--- src/rtl/uart_regfile_pkg.sv ---
package uart_regfile_pkg;
  typedef enum logic [1:0] {
    ADDR_SETUP  = 2'd0,
    ADDR_STATUS = 2'd1,
    ADDR_RXDATA = 2'd2,
    ADDR_TXDATA = 2'd3
  } reg_addr_e;

  localparam int unsigned SETUP_W  = 30;
  localparam int unsigned FILL_W   = 10;

  // receive data word bits
  localparam int unsigned RX_PAR_BIT = 9;
  localparam int unsigned RX_FRM_BIT = 10;
  localparam int unsigned RX_RST_BIT = 12;

  // transmit data word bits
  localparam int unsigned TX_BRK_BIT = 9;
  localparam int unsigned TX_CLR_BIT = 12;

  function automatic logic [15:0] status_half(input logic [3:0] lg,
                                              input logic [FILL_W-1:0] fill,
                                              input logic half,
                                              input logic nonempty);
    return {lg, fill, half, nonempty};
  endfunction
endpackage

--- src/rtl/uart_fifo.sv ---
module uart_fifo #(
  parameter int unsigned DW = 8,
  parameter int unsigned LG = 4
) (
  input  logic          clk_i,
  input  logic          rst_ni,
  input  logic          clr_i,
  input  logic          push_i,
  input  logic [DW-1:0] wdata_i,
  input  logic          pop_i,
  output logic [DW-1:0] rdata_o,
  output logic          empty_o,
  output logic          half_o,
  output logic [LG:0]   fill_o,
  output logic          ovf_o
);
  localparam int unsigned DEPTH = 1 << LG;

  logic [DW-1:0] mem_q [DEPTH];
  logic [LG-1:0] wptr_q, rptr_q;
  logic [LG:0]   cnt_q;
  logic          ovf_q;
  logic          full, do_pop, do_push;

  assign full    = (cnt_q == (LG+1)'(DEPTH));
  assign empty_o = (cnt_q == '0);
  assign do_pop  = pop_i && !empty_o;
  // a pop in the same cycle frees the slot for a push into a full fifo
  assign do_push = push_i && (!full || do_pop);

  always_ff @(posedge clk_i or negedge rst_ni) begin
    if (!rst_ni) begin
      wptr_q <= '0;
      rptr_q <= '0;
      cnt_q  <= '0;
      ovf_q  <= 1'b0;
    end else if (clr_i) begin
      wptr_q <= '0;
      rptr_q <= '0;
      cnt_q  <= '0;
      ovf_q  <= 1'b0;
    end else begin
      if (do_push) wptr_q <= wptr_q + 1'b1;
      if (do_pop)  rptr_q <= rptr_q + 1'b1;
      case ({do_push, do_pop})
        2'b10:   cnt_q <= cnt_q + 1'b1;
        2'b01:   cnt_q <= cnt_q - 1'b1;
        default: cnt_q <= cnt_q;
      endcase
      if (push_i && !do_push) ovf_q <= 1'b1;
    end
  end

  always_ff @(posedge clk_i) begin
    if (do_push && !clr_i) mem_q[wptr_q] <= wdata_i;
  end

  assign rdata_o = mem_q[rptr_q];
  assign half_o  = (cnt_q >= (LG+1)'(DEPTH/2));
  assign fill_o  = cnt_q;
  assign ovf_o   = ovf_q;
endmodule

--- src/rtl/uart_tx_feed.sv ---
module uart_tx_feed #(
  parameter int unsigned DW = 8
) (
  input  logic          clk_i,
  input  logic          rst_ni,
  input  logic          brk_i,
  input  logic          empty_i,
  input  logic [DW-1:0] head_i,
  input  logic          busy_i,
  output logic          pop_o,
  output logic          stb_o,
  output logic [DW-1:0] data_o
);
  logic          stb_q;
  logic [DW-1:0] data_q;

  assign pop_o = !stb_q && !empty_i && !brk_i;

  always_ff @(posedge clk_i or negedge rst_ni) begin
    if (!rst_ni) begin
      stb_q  <= 1'b0;
      data_q <= '0;
    end else if (stb_q && !busy_i) begin
      stb_q <= 1'b0;
    end else if (pop_o) begin
      stb_q  <= 1'b1;
      data_q <= head_i;
    end
  end

  assign stb_o  = stb_q;
  assign data_o = data_q;
endmodule

--- src/rtl/uart_bus_port.sv ---
module uart_bus_port #(
  parameter int unsigned DW      = 32,
  parameter int unsigned ACK_LAT = 2
) (
  input  logic          clk_i,
  input  logic          rst_ni,
  input  logic          stb_i,
  input  logic [DW-1:0] rdata_i,
  output logic          ack_o,
  output logic [DW-1:0] rdata_o
);
  logic          ack_q [ACK_LAT];
  logic [DW-1:0] rd_q  [ACK_LAT];

  for (genvar g = 0; g < ACK_LAT; g++) begin : g_stage
    always_ff @(posedge clk_i or negedge rst_ni) begin
      if (!rst_ni) begin
        ack_q[g] <= 1'b0;
        rd_q[g]  <= '0;
      end else if (g == 0) begin
        ack_q[g] <= stb_i;
        rd_q[g]  <= rdata_i;
      end else begin
        ack_q[g] <= ack_q[g-1];
        rd_q[g]  <= rd_q[g-1];
      end
    end
  end

  assign ack_o   = ack_q[ACK_LAT-1];
  assign rdata_o = rd_q[ACK_LAT-1];
endmodule

--- src/rtl/uart_regfile.sv ---
module uart_regfile
  import uart_regfile_pkg::*;
#(
  parameter int unsigned       LG_RX      = 4,
  parameter int unsigned       LG_TX      = 4,
  parameter logic [SETUP_W-1:0] SETUP_INIT = 30'd434
) (
  input  logic               clk_i,
  input  logic               rst_ni,
  input  logic               bus_stb_i,
  input  logic               bus_we_i,
  input  logic [1:0]         bus_addr_i,
  input  logic [31:0]        bus_wdata_i,
  output logic               bus_ack_o,
  output logic               bus_stall_o,
  output logic [31:0]        bus_rdata_o,
  output logic [SETUP_W-1:0] setup_o,
  input  logic               rx_stb_i,
  input  logic [7:0]         rx_data_i,
  input  logic               rx_break_i,
  input  logic               rx_parity_err_i,
  input  logic               rx_frame_err_i,
  input  logic               rx_line_i,
  output logic               rx_reset_o,
  output logic               tx_stb_o,
  output logic [7:0]         tx_data_o,
  input  logic               tx_busy_i,
  output logic               tx_break_o,
  input  logic               tx_line_i,
  output logic               irq_rx_o,
  output logic               irq_tx_o,
  output logic               irq_rxfifo_o,
  output logic               irq_txfifo_o
);
  localparam int unsigned BYTE_W = 8;

  initial begin
    if (LG_RX < 1 || LG_RX > 9 || LG_TX < 1 || LG_TX > 9)
      $error("fifo log2 depth must be 1..9");
  end

  reg_addr_e addr;
  logic      wr, rd;
  assign addr = reg_addr_e'(bus_addr_i);
  assign wr   = bus_stb_i && bus_we_i;
  assign rd   = bus_stb_i && !bus_we_i;

  logic unused_wdata;
  assign unused_wdata = ^{bus_wdata_i[31:30]};

  // setup
  logic [SETUP_W-1:0] setup_q;
  always_ff @(posedge clk_i or negedge rst_ni) begin
    if (!rst_ni)                  setup_q <= SETUP_INIT;
    else if (wr && addr == ADDR_SETUP) setup_q <= bus_wdata_i[SETUP_W-1:0];
  end
  assign setup_o = setup_q;

  // receive path
  logic            rx_clr, rx_pop;
  logic [BYTE_W-1:0] rx_head;
  logic            rx_empty, rx_half, rx_ovf;
  logic [LG_RX:0]  rx_fill;
  logic            par_q, frm_q, rx_rst_q;

  assign rx_clr = wr && (addr == ADDR_SETUP ||
                         (addr == ADDR_RXDATA && bus_wdata_i[RX_RST_BIT]));
  assign rx_pop = rd && addr == ADDR_RXDATA;

  uart_fifo #(.DW(BYTE_W), .LG(LG_RX)) i_rx_fifo (
    .clk_i   (clk_i),
    .rst_ni  (rst_ni),
    .clr_i   (rx_clr),
    .push_i  (rx_stb_i),
    .wdata_i (rx_data_i),
    .pop_i   (rx_pop),
    .rdata_o (rx_head),
    .empty_o (rx_empty),
    .half_o  (rx_half),
    .fill_o  (rx_fill),
    .ovf_o   (rx_ovf)
  );

  logic clr_par, clr_frm;
  assign clr_par = wr && addr == ADDR_RXDATA && bus_wdata_i[RX_PAR_BIT];
  assign clr_frm = wr && addr == ADDR_RXDATA && bus_wdata_i[RX_FRM_BIT];

  always_ff @(posedge clk_i or negedge rst_ni) begin
    if (!rst_ni) begin
      par_q    <= 1'b0;
      frm_q    <= 1'b0;
      rx_rst_q <= 1'b0;
    end else begin
      // set wins over clear
      par_q    <= (par_q && !clr_par) || (rx_stb_i && rx_parity_err_i);
      frm_q    <= (frm_q && !clr_frm) || (rx_stb_i && rx_frame_err_i);
      rx_rst_q <= rx_clr;
    end
  end
  assign rx_reset_o = rx_rst_q;

  // transmit path
  logic              tx_wr, tx_clr, tx_push, tx_pop;
  logic [BYTE_W-1:0] tx_head;
  logic              tx_empty, tx_half, tx_ovf;
  logic [LG_TX:0]    tx_fill;
  logic              brk_q, tx_busy_bit;

  assign tx_wr   = wr && addr == ADDR_TXDATA;
  assign tx_clr  = tx_wr && bus_wdata_i[TX_CLR_BIT];
  assign tx_push = tx_wr && !bus_wdata_i[TX_CLR_BIT] && !bus_wdata_i[TX_BRK_BIT] && !brk_q;

  always_ff @(posedge clk_i or negedge rst_ni) begin
    if (!rst_ni)    brk_q <= 1'b0;
    else if (tx_wr) brk_q <= bus_wdata_i[TX_BRK_BIT];
  end
  assign tx_break_o = brk_q;

  uart_fifo #(.DW(BYTE_W), .LG(LG_TX)) i_tx_fifo (
    .clk_i   (clk_i),
    .rst_ni  (rst_ni),
    .clr_i   (tx_clr),
    .push_i  (tx_push),
    .wdata_i (bus_wdata_i[BYTE_W-1:0]),
    .pop_i   (tx_pop),
    .rdata_o (tx_head),
    .empty_o (tx_empty),
    .half_o  (tx_half),
    .fill_o  (tx_fill),
    .ovf_o   (tx_ovf)
  );

  uart_tx_feed #(.DW(BYTE_W)) i_tx_feed (
    .clk_i   (clk_i),
    .rst_ni  (rst_ni),
    .brk_i   (brk_q),
    .empty_i (tx_empty),
    .head_i  (tx_head),
    .busy_i  (tx_busy_i),
    .pop_o   (tx_pop),
    .stb_o   (tx_stb_o),
    .data_o  (tx_data_o)
  );

  assign tx_busy_bit = tx_busy_i || tx_stb_o || !tx_empty;

  // read mux
  logic [31:0] rd_mux;
  always_comb begin
    unique case (addr)
      ADDR_SETUP:  rd_mux = {{(32-SETUP_W){1'b0}}, setup_q};
      ADDR_STATUS: rd_mux = {status_half(4'(LG_TX), FILL_W'(tx_fill), tx_half, !tx_empty),
                             status_half(4'(LG_RX), FILL_W'(rx_fill), rx_half, !rx_empty)};
      ADDR_RXDATA: rd_mux = {19'b0, rx_ovf, rx_break_i, frm_q, par_q, rx_empty,
                             rx_empty ? 8'h00 : rx_head};
      default:     rd_mux = {17'b0, tx_half, tx_empty, tx_ovf, rx_line_i, tx_line_i,
                             brk_q, tx_busy_bit, tx_data_o};
    endcase
  end

  uart_bus_port #(.DW(32), .ACK_LAT(2)) i_bus_port (
    .clk_i   (clk_i),
    .rst_ni  (rst_ni),
    .stb_i   (bus_stb_i),
    .rdata_i (rd_mux),
    .ack_o   (bus_ack_o),
    .rdata_o (bus_rdata_o)
  );
  assign bus_stall_o = 1'b0;

  // interrupts
  assign irq_rx_o     = !rx_empty;
  assign irq_rxfifo_o = rx_half;
  assign irq_txfifo_o = !tx_half;
  assign irq_tx_o     = !tx_busy_bit;
endmodule

--- config.mk ---
export PLATFORM = sky130hd
export DESIGN_NAME = uart_regfile
export DESIGN_NICKNAME = d
export VERILOG_FILES = /design/src/rtl/uart_regfile_pkg.sv /design/src/rtl/uart_fifo.sv /design/src/rtl/uart_tx_feed.sv /design/src/rtl/uart_bus_port.sv /design/src/rtl/uart_regfile.sv
export SDC_FILE = /design/constraint.sdc
export NUM_CORES = 1
export LEC_CHECK = 0
export BUFFER_PORTS_ARGS = -buffer_cell sky130_fd_sc_hd__buf_2
export CAP_MARGIN = 25
export CORE_MARGIN = 2
export CORE_UTILIZATION = 55
export DETAILED_ROUTE_END_ITERATION = 6
export PLACE_DENSITY = 0.71
export SLEW_MARGIN = 5
export SYNTH_ARGS = -nofsm -noshare
export SYNTH_HDL_FRONTEND = slang
export SYNTH_SLANG_ARGS = --single-unit
--- constraint.sdc ---
create_clock -name clk_i -period 3.46 [get_ports clk_i]
set_clock_uncertainty 0.1 [all_clocks]
set_input_delay 0.692 -clock clk_i [delete_from_list [all_inputs] [get_ports clk_i]]
set_output_delay 0.692 -clock clk_i [all_outputs]
set_load 0.02 [all_outputs]
==> metrics <==
post-route ant nets=0; highest clock rate=roughly 320 MHz; share of cells above drive strength 1=between 20 and 30%; Synthesis Warnings=0; setup ws final=between 0.2 and 0.3 ns; Final Cell Area=approximately 18000 sq um; Total GRT Usage=between 20% and 30%; critical path class=reg2reg; Mapped Area=roughly 16000 sq um; NetSw=4.039 mW; Clk pwr share=between 20% and 30%; initial antenna violation count=0; Avg Cell Area, Syn=between 15 and 20 sq um; Post-synth EDFFs=256; post-synthesis mux area share=between 10% and 20%; CTS H-tree lvls=2; nets@finish=1106; CTS tree=yes; final hold viol count=0; unrepaired setup endpoints after global routing=no; Initial DRC Count=around 800; Slew @ Worst Pin=1.043 ns; I/O Pins=132; Simple-Gate Fraction of Synth Area=just under 6%; Int Power=slightly above 9 mW; overall power=roughly 13 mW; Final Setup Violations=0; critical path required time=~3.8 ns; cts repair resizes=0; die area=approximately 30000 sq um; post-synth cell types=67; via count=8298; pin count of the biggest net entering global routing=between 80 and 90; power per cell area=about 750 nW/um^2; placed cell count=1377; XOR/XNOR Fraction of Synth Area=less than 1%; Starting Density=between 50% and 60%; post-synthesis sequential area ratio=between 70 and 80%; Root Driver=clkbuf_16; Leakage=about 6.8 nW; commonest non-fill, non-tap cell in the layout=edfxtp_1; routed length per instance=around 23 um; clk sinks=around 390; vias per inst=5.735; Post-Layout Cell Count=~1400; outcome=finished, final reports clean; sw frac=between 30% and 40%; fill cell count=2070; Reg power frac=45.4%; headroom to the max-slew limit=between 30% and 40%; FF+latch count, synth=a little under 400; min Tclk post-route=~3.2 ns; CP Launch Type=register; critical path endpoint category=register; vias in the first global route=8375; first-pass GRT wire length=50.42 mm; Max clock buf depth=3; die width=between 150 and 200 um; combinational family with the most area after synthesis=multiplexers; fin crit share=between 90% and 100%; drt pass-1 iters=5; Syn-to-layout area delta=13.37%; worst path cell trace=nor4_4 -> a31oi_4 -> inv_2 -> ha_1 -> inv_1 -> fa_1 -> nor2b_1 -> o21ai_0 -> and3_1 -> or4_1 -> a21oi_1; WP data arrival=3.50 ns; Synth Instances=approximately 910; core region area=~28000 sq um; Logic pwr share=roughly 25%; Max Cap Viol=0; final wirelength=32.65 mm; Vert. Die Dim=approximately 170 um; hold crit path type=in2async; global route overflow=0; asr flop ratio synth=between 30 and 40%; routability congestion estimate=around 0.84; critical path fanouts, max=5; CTS buffer count=39; Reg clk slew, reported paths=0.06 ns; Post-DP Area=around 17000 sq um; max-slew violations=0; Hold-fix buffers, CTS=0; post-synthesis compound-gate area fraction=between 3 and 4%; DP Wirelength=around 21 mm; worst vdd ir=approximately 460 uV; top_reg_cell synth=edfxtp_1; PortBufs=roughly 130; r2r setup slk=roughly 0.30 ns; postcts setup bufs=0; Antenna Cells=0; Cell Rows=slightly above 60; slowest CP cell=nor4_4; Synth Area in Adders=under 10%; Placement Setup Slack=around 0.07 ns; most frequent cells in the layout=256 x edfxtp_1, 129 x dfrtp_1, 126 x buf_2; crit-path max cell delay=0.46 ns; TNS Setup=0 ns; DRC Markers=0; latest clock arrival within the worst-skew pair=roughly 0.52 ns
-- cell usage after synthesis, drive strengths merged, types with 2 or more instances --
| cell | instances | area share, % |
|---|---|---|
| mux4 | 65 | 9.5 |
| o21ai | 22 | 0.70 |
| nand4 | 7 | 0.28 |
| or2 | 2 | 0.079 |
| a221o | 3 | 0.19 |
| nor2b | 6 | 0.24 |
| and3 | 2 | 0.079 |
| xor2 | 11 | 0.61 |
| nor4 | 3 | 0.35 |
| nand3 | 4 | 0.13 |
| mux2i | 35 | 2.2 |
| o22ai | 2 | 0.079 |
| ha | 17 | 1.3 |
| dfrtp | 130 | 21 |
| a21o | 2 | 0.095 |
| mux2 | 36 | 2.6 |
| fa | 2 | 0.25 |
| edfxtp | 256 | 49 |
| buf | 59 | 2.7 |
| a31oi | 4 | 0.25 |
| and4 | 2 | 0.11 |
| xnor2 | 5 | 0.28 |
| a221oi | 8 | 0.44 |
| a21oi | 20 | 0.66 |
| dfstp | 5 | 0.83 |
| nor4b | 2 | 0.19 |
| clkbuf | 12 | 0.36 |
| a211oi | 6 | 0.38 |
| nor3 | 7 | 0.29 |
| a311oi | 2 | 0.22 |
| a22o | 4 | 0.22 |
| o31ai | 2 | 0.095 |
| inv | 21 | 0.50 |
| nor2 | 55 | 1.4 |
| and2 | 39 | 1.5 |
| nand2 | 38 | 0.92 |
-- layer usage --
| layer | share of wire [%] | wire length [um] | global-route usage [%] |
|---|---|---|---|
| met5 | 0 | 0 | 0 |
| met1 | 43 | 14070 | 33.12 |
| met4 | 2.2 | 708 | 5.897 |
| met2 | 48 | 15560 | 34.72 |
| met3 | 7.1 | 2311 | 3.772 |
-- flip-flops by register name (all words and copies together) (netlist names), 4 cells and up --
signal and cells:
i_rx_fifo.mem_q 128, i_rx_fifo.wptr_q 4, i_tx_fifo.rptr_q 4, i_tx_fifo.fill_o 5, i_tx_fifo.mem_q 128, i_rx_fifo.rptr_q 4
i_rx_fifo.fill_o 5, i_tx_feed.data_o 8, i_tx_fifo.wptr_q 4, i_bus_port.rdata_o 31, setup_o 30, i_bus_port.rd_q 31
-- final timing paths --
path	start	end	cells after the start
min in group clk_i	i_bus_port.rd_q[46]	i_bus_port.rdata_o[14]	0
max in group asynchronous	rst_ni	setup_o[8]	2
setup reg to reg	i_rx_fifo.fill_o[1]	i_rx_fifo.fill_o[4]	11
hold / removal	rst_ni	i_bus_port.rdata_o[16]	1
setup / recovery	i_rx_fifo.fill_o[1]	i_rx_fifo.fill_o[4]	11
hold reg to reg	i_bus_port.rd_q[46]	i_bus_port.rdata_o[14]	0
-- per-stage QoR --
stage	hold slack (ns)	utilization (%)
3_3_place_gp	0.2310	58.61
6_report	0.1091	62.85
4_1_cts	0.1361	62.85
5_1_grt	0.1813	62.85
2_1_floorplan	0.2312	-
3_5_place_dp	0.2347	58.61
-- worst max-delay path, delay by kind of cell, from the launching register on --
kind | cells | cell delay, ns
AND/OR/NAND/NOR | 4 | 1.21
adder cells (fa/ha/maj) | 2 | 0.67
flip-flops | 1 | 0.44
AO/OA/AOI/OAI | 3 | 0.42
buffers and inverters | 2 | 0.24
-- cell families (layout without fill, tap and decap cells) --
kind of cell / after synthesis / after routing
buffers and inverters: 92 / 246
and+or+nand+nor: 173 / 173
other: 1 / 2
xor gates and xnor gates: 16 / 16
AOI/OAI and AO/OA: 80 / 80
DFF: 391 / 391
adders and majority gates: 19 / 19
muxes: 136 / 136
-- final cells by class --
cell class	count	area [sq um]	area share [%]
multi-input cells	426	4165	23.28
repair buffers	155	889.6	4.971
well taps	384	480.5	2.685
clock buffers	47	1016	5.677
flip-flops and latches	391	11070	61.88
clock inverters	23	191.4	1.070
inverters	21	78.83	0.4405
-- power groups by stage --
stage | clock network [mW] | logic, mW | registers (mW)
floorplan | 0 | 2.42 | 6.06
global placement | 0 | 3.24 | 6.14
detailed placement | 0 | 3.30 | 6.16
CTS | 4.06 | 3.32 | 6.07
global route | 4.25 | 3.58 | 6.14
finish | 3.99 | 3.30 | 6.07
(Power assumes the default switching activity.)
